--- src/rtl/midi4_rx.sv ---
module midi4_rx #(
  parameter int CLK_HZ = 200_000_000,
  parameter int BAUD   = 31_250,
  parameter int CH     = 4,
  parameter int DW     = 8
) (
  input  logic             clk,
  input  logic             rst_n,
  input  logic [CH-1:0]    rx_i,
  output logic [CH-1:0]    byte_vld_o,
  output logic [CH*DW-1:0] byte_o,
  output logic [CH-1:0]    frame_err_o
);

  localparam int QDIV = (CLK_HZ / (BAUD * 4)) < 1 ? 1 : CLK_HZ / (BAUD * 4);
  localparam int QW   = QDIV > 1 ? $clog2(QDIV) : 1;
  localparam int BW   = $clog2(DW + 1);

  typedef enum logic [2:0] {S_IDLE, S_START, S_DATA, S_STOP, S_HOLD} st_t;

  logic [QW-1:0] qcnt;
  logic          tick;

  assign tick = (qcnt == QW'(QDIV - 1));

  always_ff @(posedge clk) begin
    if (!rst_n || tick) qcnt <= '0;
    else                qcnt <= qcnt + 1'b1;
  end

  for (genvar c = 0; c < CH; c++) begin : g_ch
    logic [2:0]    sync;
    st_t           st;
    logic [1:0]    ph;
    logic [BW-1:0] nbits;
    logic [DW-1:0] sh, dout;
    logic          vld, ferr;
    logic          line, fall;

    assign line = sync[1];
    assign fall = sync[2] & ~sync[1];

    always_ff @(posedge clk) begin
      if (!rst_n) begin
        sync  <= '1;
        st    <= S_IDLE;
        ph    <= '0;
        nbits <= '0;
        sh    <= '0;
        dout  <= '0;
        vld   <= 1'b0;
        ferr  <= 1'b0;
      end else begin
        sync <= {sync[1:0], rx_i[c]};
        vld  <= 1'b0;
        ferr <= 1'b0;
        case (st)
          S_IDLE:
            if (fall) begin
              st <= S_START;
              ph <= '0;
            end
          S_START:
            if (tick) begin
              ph <= ph + 1'b1;
              if (ph == 2'd1) begin
                ph    <= '0;
                nbits <= '0;
                st    <= line ? S_IDLE : S_DATA;
              end
            end
          S_DATA:
            if (tick) begin
              ph <= ph + 1'b1;
              if (ph == 2'd3) begin
                sh    <= {line, sh[DW-1:1]};
                nbits <= nbits + 1'b1;
                if (nbits == BW'(DW - 1)) st <= S_STOP;
              end
            end
          S_STOP:
            if (tick) begin
              ph <= ph + 1'b1;
              if (ph == 2'd3) begin
                if (line) begin
                  vld  <= 1'b1;
                  dout <= sh;
                  st   <= S_IDLE;
                end else begin
                  ferr <= 1'b1;
                  st   <= S_HOLD;
                end
              end
            end
          S_HOLD:
            if (line) st <= S_IDLE;
          default: st <= S_IDLE;
        endcase
      end
    end

    assign byte_vld_o[c]           = vld;
    assign frame_err_o[c]          = ferr;
    assign byte_o[c*DW +: DW]      = dout;
  end

endmodule

--- config.mk ---
export PLATFORM = sky130hd
export DESIGN_NAME = midi4_rx
export DESIGN_NICKNAME = d
export VERILOG_FILES = /design/src/rtl/midi4_rx.sv
export SDC_FILE = /design/constraint.sdc
export NUM_CORES = 1
export LEC_CHECK = 0
export BUFFER_PORTS_ARGS = -buffer_cell sky130_fd_sc_hd__buf_2
export CAP_MARGIN = 30
export CORE_ASPECT_RATIO = 0.9
export CORE_MARGIN = 2
export CORE_UTILIZATION = 60
export CTS_CLUSTER_DIAMETER = 60
export CTS_CLUSTER_SIZE = 20
export DETAILED_ROUTE_END_ITERATION = 10
export PLACE_DENSITY = 0.77
export RECOVER_POWER = 100
export SLEW_MARGIN = 20
export SYNTH_ARGS = -nofsm -noshare
export SYNTH_HDL_FRONTEND = slang
export SYNTH_SLANG_ARGS = --single-unit
--- constraint.sdc ---
create_clock -name clk -period 2.4 [get_ports clk]
set_input_delay 0.36 -clock clk [delete_from_list [all_inputs] [get_ports clk]]
set_output_delay 0.36 -clock clk [all_outputs]
set_load 0.01 [all_outputs]
==> results of run 1 <==
## per-stage QoR
step | worst slack [ns] | util, %
5_1_grt | 0.0353 | 71.3
4_1_cts | 0.0280 | 72.0
3_3_place_gp | 0.209 | 65.1
3_5_place_dp | 0.0556 | 65.1
2_1_floorplan | 0.524 | -
6_report | 0.170 | 71.3
## cells in the mapped netlist, types with 4 or more instances
cell type / number / area share, %
xnor2_1: 7 / 1.1
and3_1: 9 / 0.97
dfxtp_1: 131 / 45
buf_4: 9 / 1.2
nor2b_1: 6 / 0.65
nand3_1: 18 / 1.6
nor3_1: 11 / 0.95
nand3b_1: 7 / 0.91
nand4_1: 7 / 0.76
o2111ai_1: 4 / 0.61
nand2_1: 98 / 6.4
mux2i_1: 43 / 7.4
inv_1: 21 / 1.4
nor4_1: 6 / 0.65
or3_1: 7 / 0.76
o21ai_0: 14 / 1.2
nor2_1: 68 / 4.4
o22ai_1: 4 / 0.43
nand2b_1: 16 / 1.7
a21oi_1: 59 / 5.1
nor3b_1: 4 / 0.52
a31oi_1: 6 / 0.65
ha_1: 17 / 3.7
clkbuf_1: 28 / 1.8
## path summary, 6_finish.rpt
| path | start | endpoint | slack (ns) |
|---|---|---|---|
| setup / recovery | qcnt[6]$_SDFF_PP0_ | g_ch[1].nbits[2]$_SDFFE_PN0P_ | 0.17 |
| setup reg to reg | qcnt[6]$_SDFF_PP0_ | g_ch[1].nbits[2]$_SDFFE_PN0P_ | 0.17 |
| hold / removal | rx_i[1] | g_ch[1].sync[0]$_SDFF_PN1_ | 0.03 |
| hold reg to reg | g_ch[3].sync[0]$_SDFF_PN1_ | g_ch[3].sync[1]$_SDFF_PN1_ | 0.40 |
## final cells by class
class	count	area (µm²)	area share (%)
timing repair buffer	57	265	4.02
sequential	131	2620	39.7
clock buffer	17	414	6.28
clock inverter	14	228	3.45
tap	122	153	2.31
inverter	22	82.6	1.25
multi-input combinational	464	2830	42.9
## logic make-up (layout without fill, tap and decap cells)
logic type      count (synthesis)  in the layout  synth area share (%)
simple gates                  277            277                  24.2
flops                         131            131                  45.3
compound gates                117            117                  12.5
buf+inv                        66            110                  5.32
mux                            44             44                  7.63
fa+ha+maj                      17             17                  3.68
xor+xnor                        9              9                  1.36
## registers in the layout, indices dropped and copies added (netlist names)
signal	count
g_ch.dout	32
g_ch.sh	32
g_ch.nbits	16
g_ch.st	12
g_ch.sync	12
qcnt	11
g_ch.ph	8
g_ch.ferr	4
g_ch.vld	4
## what timing repair did
action	in CTS	in global routing
setup endpoints to repair	0	18
buffers inserted	0	1
resized for setup	0	3
## worst register-to-register path: stages, from the launching register on
cell and delay [ns]:
dfxtp_1 0.38, nor4b_4 0.40, buf_4 0.20, and3_4 0.30
and3_1 0.43, a21oi_1 0.13, a311oi_1 0.29
## where the power goes
part / switching, W / internal (W) / total [W] / leakage, nW
clock: 0.000976 / 0.00180 / 0.00278 / 0.315
sequential: 0.0000966 / 0.00222 / 0.00232 / 1.06
combinational: 0.000228 / 0.000172 / 0.000400 / 1.00
## routing by layer
| metal | part of all wire [%] | GRT usage [%] | vias to the layer above |
|---|---|---|---|
| met5 | 0 | 0 | - |
| met4 | 2.4 | 8.88 | 0 |
| met3 | 4.4 | 5.03 | 30 |
| met2 | 50 | 40.4 | 130 |
| met1 | 44 | 29.6 | 2269 |
| li1 | - | - | 2348 |
==> qor.yml, run 1 <==
status: "completed"
clock_latency_ns: 0.51
tightest_slew_ns: 0.953
crit_chain: "nor4b_4 -> buf_4 -> and3_4 -> and3_1 -> a21oi_1 -> a311oi_1"
clk_pin_slew_ns: 0.06
route.vias.total: 4777
final_common_cell: "dfxtp_1"
critical_path_required_ns: 2.80
endpoint_kind: "flip-flop"
antenna_found_initial: 0
post_drt_wl_per_cell_um: 14.5
ys_seq_area_share_pct: 45.3
clock-sinks: 131
cp_top_family: "simple AND/OR/NAND/NOR gates"
crit_fanout: 13
dp.cells: 795
grt-ovfl-total: 0
holdPathStages: 2
rsz0062_at_grt: "no"
cpPeakStageDelay_ns: 0.42
power_density_nw_per_um2: 833
place_hpwl_um: 7830
cts_buffers: 17
fillerInstances: 713
start_util_pct: 62.6
drt_iter0_drc: 368
drive_above_1_share_pct: 8.94
slew_headroom_pct: 36.4
cpMaxStageDelayCell: "and3_1"
holdWs_ns: 0.0252
synth-seq-cells: 131
final_cell_area_um2: 6600
grt_pass1_wl_um: 20400
die_w_um: 108
arrival_ns: 2.63
io_pins: 46
drv_cap: 0
syn2layout_area_growth_pct: 14.1
cts_tree: "done"
postRouteAntennaNets: 0
setup.worst_path.start_class: "flip-flop"
setup-tns-final_ns: 0
grt_pass1_vias: 4390
core_um2: 9250
fin_crit_sh_pct: 92.9
hold_viol: 0
min_period_ns: 2.23
drc_errors: 0
cts.path.max_buffers: 2
worstHoldPathType: "primary input to flip-flop"
p_leak_nw: 2.37
clock_skew_ns: 0.00862
ys.flop_type: "dfxtp_1"
numPortBuffers: 45
place.gp.congestion: 0.900
max_freq_mhz: 449
root_buffer: "clkbuf_8"
syn-num-nets: 684
synth_enable_flop_cells: 0
wl_um: 12000
fp.dieH_um: 97.2
holdBufCountCts: 0
critPathKind: "flip-flop to flip-flop"
async_flop_share_pct: 0
grt_use_total_pct: 23.9
ir_worst_vdd_uv: 577
fin_nets: 716
mostFrequentLayoutCells: "131 x dfxtp_1, 98 x nand2_1, 68 x nor2_1"
firstDrtPassIters: 5
setup_viol: 0
syn_inst: 661
h-tree-depth: 4
dieArea_um2: 10400
netlist_area_um2: 5790
path_depth: 6
grt_max_degree: 41
yosysWarningCount: 0
placed_cell_area_um2: 6020
drv_slew: 0
p_total_w: 0.00550
worst-path-buf-inv: 1
reg2reg_depth: 6
fin_cells: 827
drt-vias-per-instance: 5.78
avgSynthCellArea_um2: 8.75
ys_types: 60
num_antenna_cells: 0
num_rows: 33
No activity file was read; power rests on OpenSTA's default activity.
==> run 2: changes to the inputs <==
RECOVER_POWER = default   (was 100)
==> qor.yml, run 2 (same netlist as run 1, synthesis figures left out) <==
drc_errors: 0  # unchanged
final_cell_area_um2: 6690  # was 6600 µm²
endpoint_kind: "flip-flop"  # unchanged
r2r_setup_slack_ns: 0.15  # was 0.17 ns
fin_nets: 716  # unchanged
cts_tree: "done"  # unchanged
timing.rr.end: "g_ch[1].nbits[2]$_SDFFE_PN0P_"  # unchanged
crit_start: "qcnt[6]$_SDFF_PP0_"  # unchanged
cpPeakStageDelay_ns: 0.43  # was 0.42 ns
reg2reg_depth: 6  # unchanged
status: "completed"  # unchanged
drv_cap: 0  # unchanged
critical_path_required_ns: 2.80  # about the same
antenna_found_initial: 0  # unchanged
power_density_nw_per_um2: 823  # was 833 nW/µm²
fin_crit_sh_pct: 93.6  # was 92.9%
hold_viol: 0  # unchanged
slew_headroom_pct: 63.3  # was 36.4%
p_leak_nw: 2.60  # was 2.37 nW
place.gp.congestion: 0.900  # unchanged
holdBufCountCts: 0  # unchanged
fin_cells: 827  # unchanged
mostFrequentLayoutCells: "131 x dfxtp_1, 98 x nand2_1, 68 x nor2_1"  # unchanged
setup-tns-final_ns: 0  # unchanged
worstHoldPathType: "primary input to flip-flop"  # unchanged
die_w_um: 108  # unchanged
dp.cells: 795  # unchanged
tightest_slew_ns: 0.550  # was 0.953 ns
num_antenna_cells: 0  # unchanged
ir_worst_vdd_uv: 582  # was 577 µV
grt_pass1_vias: 4390  # unchanged
drt-vias-per-instance: 5.75  # was 5.78
grt-ovfl-total: 0  # unchanged
core_um2: 9250  # unchanged
drive_above_1_share_pct: 15.5  # was 8.94%
crit_fanout: 13  # unchanged
holdWs_ns: 0.0239  # was 0.0252 ns
syn2layout_area_growth_pct: 15.6  # was 14.1%
start_util_pct: 62.6  # unchanged
num_rows: 33  # unchanged
placed_cell_area_um2: 6020  # unchanged
cts.path.max_buffers: 2  # unchanged
place_hpwl_um: 7830  # unchanged
drt_iter0_drc: 323  # was 368
max_freq_mhz: 445  # was 449 MHz
setup_ws_ns: 0.154  # was 0.170 ns
h-tree-depth: 4  # unchanged
route.vias.total: 4755  # was 4777
clock_latency_ns: 0.51  # about the same
grt_max_degree: 41  # unchanged
postRouteAntennaNets: 0  # unchanged
arrival_ns: 2.65  # was 2.63 ns
fp.dieH_um: 97.2  # unchanged
dieArea_um2: 10400  # unchanged
firstDrtPassIters: 6  # was 5
crit_end: "g_ch[1].nbits[2]$_SDFFE_PN0P_"  # unchanged
post_drt_wl_per_cell_um: 14.4  # was 14.5 µm
setup.worst_path.start_class: "flip-flop"  # unchanged
min_period_ns: 2.25  # was 2.23 ns
dp_slack_ns: 0.0556  # unchanged
clock_skew_ns: 0.00863  # was 0.00862 ns
cpMaxStageDelayCell: "and3_1"  # unchanged
grt_pass1_wl_um: 20400  # unchanged
crit_chain: "nor4b_4 -> buf_4 -> and3_4 -> and3_1 -> a21oi_1 -> a311oi_1"  # unchanged
clock-sinks: 131  # unchanged
grt_use_total_pct: 23.9  # unchanged
final_common_cell: "dfxtp_1"  # unchanged
reg2reg_from: "qcnt[6]$_SDFF_PP0_"  # unchanged
wl_um: 11900  # was 12000 µm
fillerInstances: 678  # was 713
root_buffer: "clkbuf_8"  # unchanged
top_regs: "g_ch.dout (32), g_ch.sh (32), g_ch.nbits (16)"  # unchanged
clk_pin_slew_ns: 0.06  # about the same
cts_buffers: 17  # unchanged
critPathKind: "flip-flop to flip-flop"  # unchanged
rsz0062_at_grt: "no"  # unchanged
io_pins: 46  # unchanged
setup_viol: 0  # unchanged
numPortBuffers: 45  # unchanged
drv_slew: 0  # unchanged
## run 2: cell types whose count changed in the layout (fill, tap and decap cells not counted), sizes merged
| cell | previous run | this run |
|---|---|---|
| buf | 13 | 57 |
| clkbuf | 61 | 17 |
## run 2: critical path, delay by kind of cell, from the launching register on
family          cells  cell delay (ns)
flops               1             0.38
compound gates      2             0.42
buf+inv             1             0.20
simple gates        3             1.14
## run 2: stage by stage
step	total power (W)	util, %
floorplan	0.00265	-
global placement	0.00273	65.1
detailed placement	0.00275	65.1
CTS	0.00554	72.0
global route	0.00571	72.3
finish	0.00551	72.3
## run 2: layout make-up
type,instances,area (µm²),share of cell area (%)
timing repair buffer,57,328,4.90
sequential,131,2620,39.2
inverter,22,82.6,1.23
clock inverter,14,228,3.40
multi-input combinational,464,2860,42.8
tap,122,153,2.28
clock buffer,17,414,6.19
## run 2: report_power, final
| group | total (W) | switching, W | internal [W] |
|---|---|---|---|
| registers | 0.00232 | 0.0000968 | 0.00222 |
| logic | 0.000405 | 0.000232 | 0.000173 |
| clock network | 0.00278 | 0.000980 | 0.00180 |
| total | 0.00551 | 0.00131 | 0.00420 |
## run 2: what timing repair did
action	in CTS	in global routing
buffers inserted	0	1
hold endpoints to repair	0	0
setup endpoints to repair	0	18
resized for setup	0	3
## run 2: how the worst min path moves through the flow
stage | from | end | cells after the start
after floorplan | g_ch[0].sync[0]$_SDFF_PN1_ | g_ch[0].sync[1]$_SDFF_PN1_ | 1
after global placement | g_ch[3].sync[0]$_SDFF_PN1_ | g_ch[3].sync[1]$_SDFF_PN1_ | 1
after detailed placement | g_ch[3].sync[0]$_SDFF_PN1_ | g_ch[3].sync[1]$_SDFF_PN1_ | 1
after CTS | rx_i[1] | g_ch[1].sync[0]$_SDFF_PN1_ | 2
after global routing | rx_i[0] | g_ch[0].sync[0]$_SDFF_PN1_ | 2
final | rx_i[1] | g_ch[1].sync[0]$_SDFF_PN1_ | 2
## run 2: per-layer routing
layer | share of wire, % | GRT usage (%)
met4 | 2.3 | 8.88
met1 | 44 | 29.6
met5 | 0 | 0
met3 | 4.6 | 5.03
met2 | 49 | 40.4
